==> src/rtl/xfer_csr_pkg.sv <==
package xfer_csr_pkg;

  localparam int WIN_BITS = 8;
  localparam int BSIZE_W  = 26;
  localparam int BCNT_W   = 16;
  localparam int RFAC_W   = 6;
  localparam int GAP_W    = 8;
  localparam int MODE_W   = 3;

  localparam logic [7:0] OFF_REQCTL = 8'h08;
  localparam logic [7:0] OFF_SMODE  = 8'h10;
  localparam logic [7:0] OFF_DMODE  = 8'h14;
  localparam logic [7:0] OFF_SHI    = 8'h18;
  localparam logic [7:0] OFF_DHI    = 8'h1C;
  localparam logic [7:0] OFF_SLO    = 8'h20;
  localparam logic [7:0] OFF_DLO    = 8'h24;
  localparam logic [7:0] OFF_BSIZE  = 8'h28;
  localparam logic [7:0] OFF_BCNT   = 8'h2C;
  localparam logic [7:0] OFF_GO     = 8'h30;
  localparam logic [7:0] OFF_IEN    = 8'h34;
  localparam logic [7:0] OFF_STAT   = 8'h40;
  localparam logic [7:0] OFF_RAW    = 8'h44;
  localparam logic [7:0] OFF_MASKED = 8'h48;

  typedef struct packed {
    logic       fixed;
    logic [1:0] width;
  } addr_mode_t;

  typedef struct packed {
    logic [GAP_W-1:0]  gap;
    logic [RFAC_W-1:0] fac;
  } reqctl_t;

endpackage

==> src/rtl/xfer_csr_decode.sv <==
module xfer_csr_decode #(
  parameter int NUM_CH   = 4,
  parameter int CH_SEL_W = 2,
  parameter int ADDR_W   = 10
) (
  input  logic [ADDR_W-1:0] bus_addr,
  output logic [NUM_CH-1:0] ch_sel,
  output logic [7:0]        reg_off
);
  import xfer_csr_pkg::*;

  logic [CH_SEL_W-1:0] ch_idx;

  assign ch_idx  = bus_addr[ADDR_W-1:WIN_BITS];
  assign reg_off = bus_addr[WIN_BITS-1:0];

  for (genvar g = 0; g < NUM_CH; g++) begin : g_sel
    assign ch_sel[g] = (ch_idx == CH_SEL_W'(g));
  end

endmodule

==> src/rtl/xfer_csr_chan.sv <==
module xfer_csr_chan #(
  parameter int EXT_W = 8,
  localparam int AW   = 32 + EXT_W
) (
  input  logic                          clk,
  input  logic                          rst_n,
  input  logic                          sel,
  input  logic                          wr,
  input  logic [7:0]                    off,
  input  logic [31:0]                   wdata,
  output logic [31:0]                   rd_val,
  input  logic                          eng_busy,
  input  logic                          eng_done,
  input  logic                          eng_err,
  output logic                          go,
  output logic [AW-1:0]                 src_addr,
  output logic [AW-1:0]                 dst_addr,
  output logic [xfer_csr_pkg::MODE_W-1:0]  src_mode,
  output logic [xfer_csr_pkg::MODE_W-1:0]  dst_mode,
  output logic [xfer_csr_pkg::BSIZE_W-1:0] burst_size,
  output logic [xfer_csr_pkg::BCNT_W-1:0]  burst_cnt,
  output logic [xfer_csr_pkg::RFAC_W-1:0]  req_fac,
  output logic [xfer_csr_pkg::GAP_W-1:0]   gap,
  output logic [1:0]                    masked
);
  import xfer_csr_pkg::*;

  reqctl_t          reqctl_q;
  addr_mode_t       smode_q, dmode_q;
  logic [EXT_W-1:0] shi_q, dhi_q;
  logic [31:0]      slo_q, dlo_q;
  logic [BSIZE_W-1:0] bsz_q;
  logic [BCNT_W-1:0]  bcnt_q;
  logic             go_q, go_d;
  logic [1:0]       ien_q;
  logic [1:0]       raw_q, raw_d;

  logic wsel;
  logic we_reqctl, we_smode, we_dmode, we_shi, we_dhi, we_slo, we_dlo;
  logic we_bsz, we_bcnt, we_go, we_ien, we_raw;
  logic en_go, en_raw;

  // next-state and enables
  always_comb begin
    wsel      = sel && wr;
    we_reqctl = wsel && (off == OFF_REQCTL);
    we_smode  = wsel && (off == OFF_SMODE);
    we_dmode  = wsel && (off == OFF_DMODE);
    we_shi    = wsel && (off == OFF_SHI);
    we_dhi    = wsel && (off == OFF_DHI);
    we_slo    = wsel && (off == OFF_SLO);
    we_dlo    = wsel && (off == OFF_DLO);
    we_bsz    = wsel && (off == OFF_BSIZE);
    we_bcnt   = wsel && (off == OFF_BCNT);
    we_go     = wsel && (off == OFF_GO);
    we_ien    = wsel && (off == OFF_IEN);
    we_raw    = wsel && (off == OFF_RAW);

    go_d = go_q;
    if (eng_done) go_d = 1'b0;
    if (we_go)    go_d = wdata[0];
    en_go = we_go || eng_done;

    raw_d = raw_q;
    if (we_raw) raw_d = raw_q & ~wdata[1:0];
    raw_d  = raw_d | {eng_err, eng_done};
    en_raw = we_raw || eng_done || eng_err;
  end

  // registers
  always_ff @(posedge clk or negedge rst_n) begin
    if (!rst_n) begin
      reqctl_q <= '0;
      smode_q  <= '0;
      dmode_q  <= '0;
      shi_q    <= '0;
      dhi_q    <= '0;
      slo_q    <= '0;
      dlo_q    <= '0;
      bsz_q    <= '0;
      bcnt_q   <= '0;
      go_q     <= 1'b0;
      ien_q    <= '0;
      raw_q    <= '0;
    end else begin
      if (we_reqctl) reqctl_q <= '{gap: wdata[23:16], fac: wdata[5:0]};
      if (we_smode)  smode_q  <= '{fixed: wdata[4], width: wdata[25:24]};
      if (we_dmode)  dmode_q  <= '{fixed: wdata[4], width: wdata[25:24]};
      if (we_shi)    shi_q    <= wdata[EXT_W-1:0];
      if (we_dhi)    dhi_q    <= wdata[EXT_W-1:0];
      if (we_slo)    slo_q    <= wdata;
      if (we_dlo)    dlo_q    <= wdata;
      if (we_bsz)    bsz_q    <= wdata[BSIZE_W-1:0];
      if (we_bcnt)   bcnt_q   <= wdata[BCNT_W-1:0];
      if (en_go)     go_q     <= go_d;
      if (we_ien)    ien_q    <= wdata[1:0];
      if (en_raw)    raw_q    <= raw_d;
    end
  end

  // read-back view
  always_comb begin
    rd_val = '0;
    unique case (off)
      OFF_REQCTL: rd_val = {8'h00, reqctl_q.gap, 10'h000, reqctl_q.fac};
      OFF_SMODE:  rd_val = {6'h00, smode_q.width, 19'h0, smode_q.fixed, 4'h0};
      OFF_DMODE:  rd_val = {6'h00, dmode_q.width, 19'h0, dmode_q.fixed, 4'h0};
      OFF_SHI:    rd_val = 32'(shi_q);
      OFF_DHI:    rd_val = 32'(dhi_q);
      OFF_SLO:    rd_val = slo_q;
      OFF_DLO:    rd_val = dlo_q;
      OFF_BSIZE:  rd_val = 32'(bsz_q);
      OFF_BCNT:   rd_val = 32'(bcnt_q);
      OFF_GO:     rd_val = {31'h0, go_q};
      OFF_IEN:    rd_val = {30'h0, ien_q};
      OFF_STAT:   rd_val = {31'h0, go_q | eng_busy};
      OFF_RAW:    rd_val = {30'h0, raw_q};
      OFF_MASKED: rd_val = {30'h0, raw_q & ien_q};
      default:    rd_val = '0;
    endcase
  end

  assign go         = go_q;
  assign src_addr   = {shi_q, slo_q};
  assign dst_addr   = {dhi_q, dlo_q};
  assign src_mode   = smode_q;
  assign dst_mode   = dmode_q;
  assign burst_size = bsz_q;
  assign burst_cnt  = bcnt_q;
  assign req_fac    = reqctl_q.fac;
  assign gap        = reqctl_q.gap;
  assign masked     = raw_q & ien_q;

  AST_DONE_DROPS_REQ: assert property (@(posedge clk) disable iff (!rst_n)
    (eng_done && !we_go) |=> !go_q);
  AST_DONE_RAISES_END: assert property (@(posedge clk) disable iff (!rst_n)
    eng_done |=> raw_q[0]);
  AST_ERR_RAISES_FLAG: assert property (@(posedge clk) disable iff (!rst_n)
    eng_err |=> raw_q[1]);
  AST_ERR_KEEPS_REQ: assert property (@(posedge clk) disable iff (!rst_n)
    (eng_err && !eng_done && !we_go) |=> (go_q == $past(go_q)));
  AST_W1C_CLEARS: assert property (@(posedge clk) disable iff (!rst_n)
    (we_raw && wdata[0] && !eng_done) |=> !raw_q[0]);

endmodule

==> src/rtl/xfer_csr_irq.sv <==
module xfer_csr_irq #(
  parameter int NUM_CH = 4
) (
  input  logic [2*NUM_CH-1:0] flags,
  output logic                irq
);
  assign irq = |flags;
endmodule

==> src/rtl/xfer_chan_csr.sv <==
module xfer_chan_csr #(
  parameter int  NUM_CH   = 4,
  parameter int  EXT_W    = 8,
  localparam int CH_SEL_W = (NUM_CH > 1) ? $clog2(NUM_CH) : 1,
  localparam int ADDR_W   = CH_SEL_W + 8,
  localparam int AW       = 32 + EXT_W
) (
  input  logic                  clk,
  input  logic                  rst_n,
  input  logic                  bus_wr,
  input  logic                  bus_rd,
  input  logic [ADDR_W-1:0]     bus_addr,
  input  logic [31:0]           bus_wdata,
  output logic [31:0]           bus_rdata,
  output logic [NUM_CH-1:0]     eng_req,
  output logic [NUM_CH*AW-1:0]  eng_src_addr,
  output logic [NUM_CH*AW-1:0]  eng_dst_addr,
  output logic [NUM_CH*3-1:0]   eng_src_mode,
  output logic [NUM_CH*3-1:0]   eng_dst_mode,
  output logic [NUM_CH*26-1:0]  eng_burst_size,
  output logic [NUM_CH*16-1:0]  eng_burst_cnt,
  output logic [NUM_CH*6-1:0]   eng_req_sel,
  output logic [NUM_CH*8-1:0]   eng_gap,
  input  logic [NUM_CH-1:0]     eng_busy,
  input  logic [NUM_CH-1:0]     eng_done,
  input  logic [NUM_CH-1:0]     eng_err,
  output logic                  irq
);

  logic [NUM_CH-1:0]   ch_sel;
  logic [7:0]          reg_off;
  logic [31:0]         rd_val [NUM_CH];
  logic [2*NUM_CH-1:0] masked_all;
  logic [31:0]         rd_mux;

  xfer_csr_decode #(
    .NUM_CH  (NUM_CH),
    .CH_SEL_W(CH_SEL_W),
    .ADDR_W  (ADDR_W)
  ) u_decode (
    .bus_addr(bus_addr),
    .ch_sel  (ch_sel),
    .reg_off (reg_off)
  );

  for (genvar g = 0; g < NUM_CH; g++) begin : g_ch
    xfer_csr_chan #(.EXT_W(EXT_W)) u_chan (
      .clk       (clk),
      .rst_n     (rst_n),
      .sel       (ch_sel[g]),
      .wr        (bus_wr),
      .off       (reg_off),
      .wdata     (bus_wdata),
      .rd_val    (rd_val[g]),
      .eng_busy  (eng_busy[g]),
      .eng_done  (eng_done[g]),
      .eng_err   (eng_err[g]),
      .go        (eng_req[g]),
      .src_addr  (eng_src_addr[g*AW +: AW]),
      .dst_addr  (eng_dst_addr[g*AW +: AW]),
      .src_mode  (eng_src_mode[g*3 +: 3]),
      .dst_mode  (eng_dst_mode[g*3 +: 3]),
      .burst_size(eng_burst_size[g*26 +: 26]),
      .burst_cnt (eng_burst_cnt[g*16 +: 16]),
      .req_fac   (eng_req_sel[g*6 +: 6]),
      .gap       (eng_gap[g*8 +: 8]),
      .masked    (masked_all[g*2 +: 2])
    );
  end

  xfer_csr_irq #(.NUM_CH(NUM_CH)) u_irq (
    .flags(masked_all),
    .irq  (irq)
  );

  // read select
  always_comb begin
    rd_mux = '0;
    for (int i = 0; i < NUM_CH; i++) begin
      if (ch_sel[i]) rd_mux = rd_mux | rd_val[i];
    end
  end

  always_ff @(posedge clk or negedge rst_n) begin
    if (!rst_n) begin
      bus_rdata <= '0;
    end else begin
      if (bus_rd) bus_rdata <= rd_mux;
    end
  end

  AST_SEL_ONEHOT: assert property (@(posedge clk) disable iff (!rst_n)
    $onehot0(ch_sel));
  AST_RDATA_HOLDS: assert property (@(posedge clk) disable iff (!rst_n)
    !bus_rd |=> $stable(bus_rdata));

endmodule

==> config.mk <==
export PLATFORM = sky130hd
export DESIGN_NAME = xfer_chan_csr
export DESIGN_NICKNAME = d
export VERILOG_FILES = /design/src/rtl/xfer_csr_pkg.sv /design/src/rtl/xfer_csr_decode.sv /design/src/rtl/xfer_csr_chan.sv /design/src/rtl/xfer_csr_irq.sv /design/src/rtl/xfer_chan_csr.sv
export SDC_FILE = /design/constraint.sdc
export NUM_CORES = 1
export LEC_CHECK = 0
export BUFFER_PORTS_ARGS = -buffer_cell sky130_fd_sc_hd__buf_4
export CORE_ASPECT_RATIO = 0.75
export CORE_MARGIN = 1
export CORE_UTILIZATION = 34
export DETAILED_ROUTE_END_ITERATION = 12
export SLEW_MARGIN = 15
export SYNTH_ARGS = -nofsm -noshare
export SYNTH_HDL_FRONTEND = slang
export SYNTH_HIERARCHICAL = 1
export SYNTH_SLANG_ARGS = --single-unit
==> constraint.sdc <==
create_clock -name clk -period 3.2 [get_ports clk]
set_input_delay 0 -clock clk [delete_from_list [all_inputs] [get_ports clk]]
set_output_delay 0 -clock clk [all_outputs]
set_load 0.01 [all_outputs]
==> results of run 1 <==
==> routing by layer <==
metal,vias to the layer above,track usage [%],routed length [µm]
met5,-,0,97
met4,14,7.52,3290
met3,185,10.4,15200
met2,1402,47.1,61900
met1,12800,42.8,58500
li1,9957,-,-
==> cell type report <==
type                       instances  area (µm²)
clock buffer                     101        2070
timing repair buffer             849        6710
fill                            7692       45600
clock inverter                    26         251
multi-input combinational       1431       13000
tap                             1128        1410
sequential                       620       15500
antenna                            7        17.5
inverter                           4        15.0
==> flip-flops by register name, summed over array words and instances, names as in the netlist, 8 cells and up <==
name and count:
g_ch.u_chan/dhi_q 32, g_ch.u_chan/raw_q 8, g_ch.u_chan/shi_q 32, bus_rdata 32, g_ch.u_chan/slo_q 128, g_ch.u_chan/req_fac 24
g_ch.u_chan/ien_q 8, g_ch.u_chan/burst_size 104, g_ch.u_chan/src_mode 12, g_ch.u_chan/dlo_q 128, g_ch.u_chan/dst_mode 12, g_ch.u_chan/gap 32
g_ch.u_chan/burst_cnt 64
==> how the worst max path moves through the flow <==
stage,start,endpoint,slack [ps],cells after the start
6_report,bus_addr[4],bus_rdata[7],620,7
5_1_grt,g_ch[3].u_chan/burst_cnt[5],bus_rdata[5],670,5
4_1_cts,g_ch[3].u_chan/burst_cnt[5],bus_rdata[5],780,5
3_5_place_dp,bus_addr[2],bus_rdata[5],310,8
3_3_place_gp,bus_addr[2],bus_rdata[5],320,8
2_1_floorplan,bus_addr[7],g_ch[0].u_chan/burst_cnt[10],1210,6
==> cell families after synthesis <==
family,Yosys count
DFF,620
and+or+nand+nor,391
muxes,660
buffers and inverters,171
AOI/OAI and AO/OA,380
==> power by group through the flow <==
stage / combinational, mW / sequential [mW] / clock (mW)
finish: 1.48 / 8.11 / 8.24
global route: 1.55 / 8.13 / 8.68
CTS: 1.47 / 8.11 / 8.37
detailed placement: 1.43 / 8.25 / 0
global placement: 1.41 / 8.25 / 0
floorplan: 0.424 / 8.27 / 0
==> worst reg2reg max path, stage by stage (launching register included) <==
cell and delay (ps):
dfrtp_1 410, mux2_2 280, a222oi_1 670, o32ai_1 320, a22oi_1 510, a31oi_1 180
==> repair_timing <==
item                                   CTS  global route
gates resized for setup                  0             0
hold buffers                            48             0
endpoints found under the hold margin  548             0
buffers inserted                         0             0
==> stage by stage <==
step	instances	utilization (%)	setup slack, ps
after floorplan	2222	-	1210
after global placement	3984	42.7	322
after detailed placement	3984	42.7	311
after CTS	4159	46.1	783
after global routing	4161	46.1	670
final	4166	46.1	623
==> cell usage in the layout (no fill, tap or decap), types with 10 or more instances in the layout <==
master         Yosys  routed
buf_4             36     783
dfrtp_1          620     620
mux2_2           580     580
a22oi_1          128     128
nor2_1           133     128
clkbuf_16          0      74
nand2_1           73      73
a222oi_1          64      64
o21ai_0           48      48
dlygate4sd3_1      0      48
mux2_4            40      40
nand3_1           36      36
a31oi_1           32      32
a22o_1            28      28
mux2_1            24      24
a21oi_1           20      20
nor3_1            20      20
buf_12             0      17
clkbuf_1          64      15
clkbuf_8           0      12
or4b_1            12      12
and2_1            12      12
a221oi_1          12      12
mux2i_1           12      12
nor2b_1           13      12
clkinv_2           0      10
==> summary.md, run 1 <==
| Metric | Value |
|---|---|
| Crit path largest cell delay | 750 ps |
| Sw Share | 25.7% |
| Initial antenna violation count | 21 |
| Die Height | 256 µm |
| Slowest cell on crit path | o32ai_1 |
| Critical path class | input pin to register |
| Synth cell types | 51 |
| Final instance area | 39000 µm² |
| Total power | 17.8 mW |
| Clock Tree Buf Depth | 3 |
| Net switching power | 4.59 mW |
| Fin. max-slew vios | 0 |
| Routability congestion estimate from global placement | roughly 0.96 |
| Measured slew at the worst slew-check pin | 932 ps |
| Largest family of logic cells by synthesized area | multiplexers |
| Worst Path Required | 3730 ps |
| Post-synthesis cell count | roughly 2200 |
| Top FF cell, synth | dfrtp_1 |
| I/O Buffers | approximately 660 |
| CTS tree | built |
| Worst min path class | input pin to asynchronous set/reset pin |
| Total core area | 84600 µm² |
| Sequence of cells on the critical path | buf_4, buf_4, nor4b_1, a221oi_1, o32ai_1, a22oi_1, a31oi_1 |
| Static leakage | 19.0 nW |
| Post-Syn Area per Cell | 13.2 µm² |
| Post-synth EDFFs | 0 |
| R2r setup slk | between 600 and 700 ps |
| Post-synthesis compound-gate area fraction | 9.92% |
| Initial core utilization | between 30 and 40% |
| All-Layer GR Usage | 31.1% |
| Synth Area in Adders | 0% |
| Via count | 24400 |
| Synth Area in XOR/XNOR | 0% |
| Worst Skew | between 15 and 20 ps |
| Yosys warns | 6 |
| MaxCap Viol Count | 0 |
| Internal | roughly 13 mW |
| R2R Path Start | g_ch[3].u_chan/burst_cnt[5] |
| Mapped Area | 29200 µm² |
| Worst path top cell family by delay | compound AO/OA/AOI/OAI gates |
| Global-route wire length before repair | slightly below 200 mm |
| FF+latch count, synth | slightly above 600 |
| Buffers & Inverters on Critical Path | 2 |
| Cell with the most instances after synthesis | dfrtp_1 |
| Min cycle time layout | 2580 ps |
| Startpoint types | input pin |
| Vias per cell | 5.85 |
| Synthesis-to-finish area growth | 33.3% |
| Setup TNS | 0 ps |
| Drt first pass iters | 8 |
| CP arrival | ~3100 ps |
| Commonest cells post-synth | dfrtp_1 (620), mux2_2 (580), nor2_1 (133) |
| Final setup viols | 0 |
| Clock network power share | 46.2% |
| Pin count of the biggest net entering global routing | 96 |
| Remaining Overflow, GRT | 0 |
| Status | finished, final reports clean |
| Residual DRC | 0 |
| H-tree Lvls | 3 |
| Vias in the first global route | 24200 |
| Register area share after synthesis | about 53% |
| Die area | 87200 µm² |
| Layout cell share with drive strength beyond 1 | 53.0% |
| Post-synth ARST share | 100% |
| Cell repeated most along the worst path | buf_4 |
| # clock sinks | 620 |
| Simple-gate share of the synthesized area | 7.97% |
| Root buf cell | clkbuf_16 |
| Most area-consuming cells after synthesis | dfrtp_1 (53%), mux2_2 (22%), a22oi_1 (3.3%) |
| Initial DRC count | 2656 |
| Cell taking the most area after synthesis | dfrtp_1 |
| # nets final | 3034 |
| Max frequency | a little under 400 MHz |
| Period utilization | about four fifths |
| Mux contribution to synthesized area | 26.0% |
| RSZ-0062 raised after global routing | no |
| Final Hold Fails | 0 |
| Worst-path clk slew | 60 ps |
| Seq pwr share | between 40% and 50% |
| RR Endpoint | bus_rdata[5] |
| Critical Path Fanout Max | 51 |
| Num CTS Buffers | 70 |
| Routed len/inst | 33.4 µm |
| Combinational Power Share | 8.3% |
| Worst setup EP type | register |
| FP Rows | 92 |
| Pwr/cell area | between 400 and 500 nW/µm² |
| Syn nets | 2280 |
| Drt total wl | between 100 and 150 mm |
| Worst reg2reg path depth | 5 |
| DPL Wire Length | 102 mm |
| Area after DPL | 36200 µm² |
| Die X | 341 µm |
| Worst VDD drop | 0.315 mV |
| Slew headroom | around 37% |
| IO Pins | ~660 |
| Antenna viol nets, final | 0 |
| Clock Latency Late Sink | 630 ps |
| Top cell type's share of synthesized area | 53.0% |
| Hold Slack | 5.31 ps |
Note: power is estimated with default switching activity, not from simulation.
==> run 2, diff against run 1 <==
clock period = 2.7 ns   (was 3.2 ns; I/O delays follow)
==> summary.md, run 2 (synthesized netlist as in run 1, its figures left out) <==
| Metric | Value |
|---|---|
| MaxCap Viol Count | 0 |
| Worst Path Required | between 3000 and 4000 ps |
| Slowest cell on crit path | o21ai_0 |
| Static leakage | ~19 nW |
| Num CTS Buffers | about 70 |
| CP arrival | 2980 ps |
| Initial antenna violation count | 16 |
| DPL Wire Length | 104 mm |
| Clock Latency Late Sink | around 620 ps |
| Routed len/inst | 34.0 µm |
| Drt first pass iters | 10 |
| Worst VDD drop | around 0.38 mV |
| # clock sinks | 620 |
| Global-route wire length before repair | 199 mm |
| # nets final | a little over 3000 |
| Drt total wl | 142 mm |
| Worst Skew | 17.9 ps |
| Die Height | 256 µm |
| Cell repeated most along the worst path | buf_4 |
| Post-CTS setup buffer count | 0 |
| Synthesis-to-finish area growth | 33.9% |
| Initial core utilization | 34.6% |
| Total core area | between 80000 and 90000 µm² |
| Routability congestion estimate from global placement | 0.899 |
| Critical Path Fanout Max | 25 |
| IO Pins | 663 |
| Total power | 20.8 mW |
| Die X | 341 µm |
| Remaining Overflow, GRT | 0 |
| Dpl ws | -146 ps |
| Worst min path class | input pin to register |
| Sequence of cells on the critical path | buf_4, buf_4, nor4b_4, buf_4, a222oi_1, o21ai_0, a22oi_1, a31oi_1 |
| Worst setup EP type | register |
| Residual DRC | 0 |
| Vias in the first global route | 24800 |
| RSZ-0062 raised after global routing | no |
| Startpoint types | input pin |
| Period utilization | between 90 and 100% |
| Placed Cells | 4001 |
| Antenna viol nets, final | 0 |
| FP Rows | 92 |
| Max frequency | 409 MHz |
| Via count | 24500 |
| Commonest non-fill, non-tap cell in the layout | buf_4 |
| Crit path largest cell delay | approximately 910 ps |
| I/O Buffers | 662 |
| Fin worst setup slack | roughly 250 ps |
| Initial DRC count | 2757 |
| Status | finished, final reports clean |
| Layout cell share with drive strength beyond 1 | 53.2% |
| Commonest non-fill, non-tap cells in the layout | buf_4 (787), dfrtp_1 (620), mux2_2 (580), a22oi_1 (128), nor2_1 (128) |
| H-tree Lvls | 3 |
| Root buf cell | clkbuf_16 |
| Final setup viols | 0 |
| Critical path class | input pin to register |
| Fin. max-slew vios | 0 |
| Pin count of the biggest net entering global routing | 77 |
| Worst-path clk slew | 60 ps |
| Pwr/cell area | 530 nW/µm² |
| Measured slew at the worst slew-check pin | 1150 ps |
| CTS tree | built |
| Slew headroom | 22.4% |
| Final core utilization | 46.3% |
| All-Layer GR Usage | 32.0% |
| Final Hold Fails | 0 |
| Die area | 87200 µm² |
| Clock Tree Buf Depth | 3 |
| Min cycle time layout | 2450 ps |
| Vias per cell | 5.86 |
| Fillcell total | 7677 |
| Non-Filler Instances | 4178 |
## run 2: final timing paths
check	from	to	slack, ps	cells past startpoint
hold reg to reg	g_ch[1].u_chan/dlo_q[19]	g_ch[1].u_chan/dlo_q[19]	520	1
min in group asynchronous	rst_n	g_ch[1].u_chan/dlo_q[17]	500	3
setup reg to reg	g_ch[3].u_chan/burst_cnt[5]	bus_rdata[5]	290	5
hold / removal	bus_wdata[5]	g_ch[3].u_chan/dlo_q[5]	30	2
max in group asynchronous	rst_n	g_ch[2].u_chan/dlo_q[31]	1340	4
setup / recovery	bus_addr[0]	bus_rdata[22]	250	8
## run 2: metal layers
layer,global-route usage (%),up-vias,wire (µm)
met4,7.04,4,3030
li1,-,9998,-
met2,48.1,1266,63100
met5,0,-,31
met3,7.98,157,12300
met1,46.1,13100,63700
## run 2: cell type report
type	instances	area [µm²]	area share, %
multi-input combinational	1431	13000	33.2
tap	1128	1410	3.60
antenna	10	25.0	0.0639
timing repair buffer	867	7020	17.9
clock buffer	95	2000	5.10
sequential	620	15500	39.6
clock inverter	23	189	0.482
inverter	4	15.0	0.0383
## run 2: timing repair
| action | CTS | global route |
|---|---|---|
| resized for setup | 0 | 0 |
| endpoints found under the hold margin | 915 | 0 |
| hold buffers | 49 | 0 |
## run 2: stage by stage
stage               cell area, µm²  hold slack, ps  TNS [ps]
floorplan                    29200            -296         0
detailed placement           36500            59.3      -363
finish                       39200            30.6         0
CTS                          39100            6.02         0
global placement             36500            53.7      -210
global route                 39100            14.8         0
## run 2: worst max-delay path: cells and delay by family
family	cells	cell delay, ps
compound gates	4	1450
buf+inv	3	770
simple gates	1	720
## run 2: power breakdown
part	switching, mW	internal, mW
sequential	0.170	9.45
combinational	1.19	0.599
clock	4.07	5.28
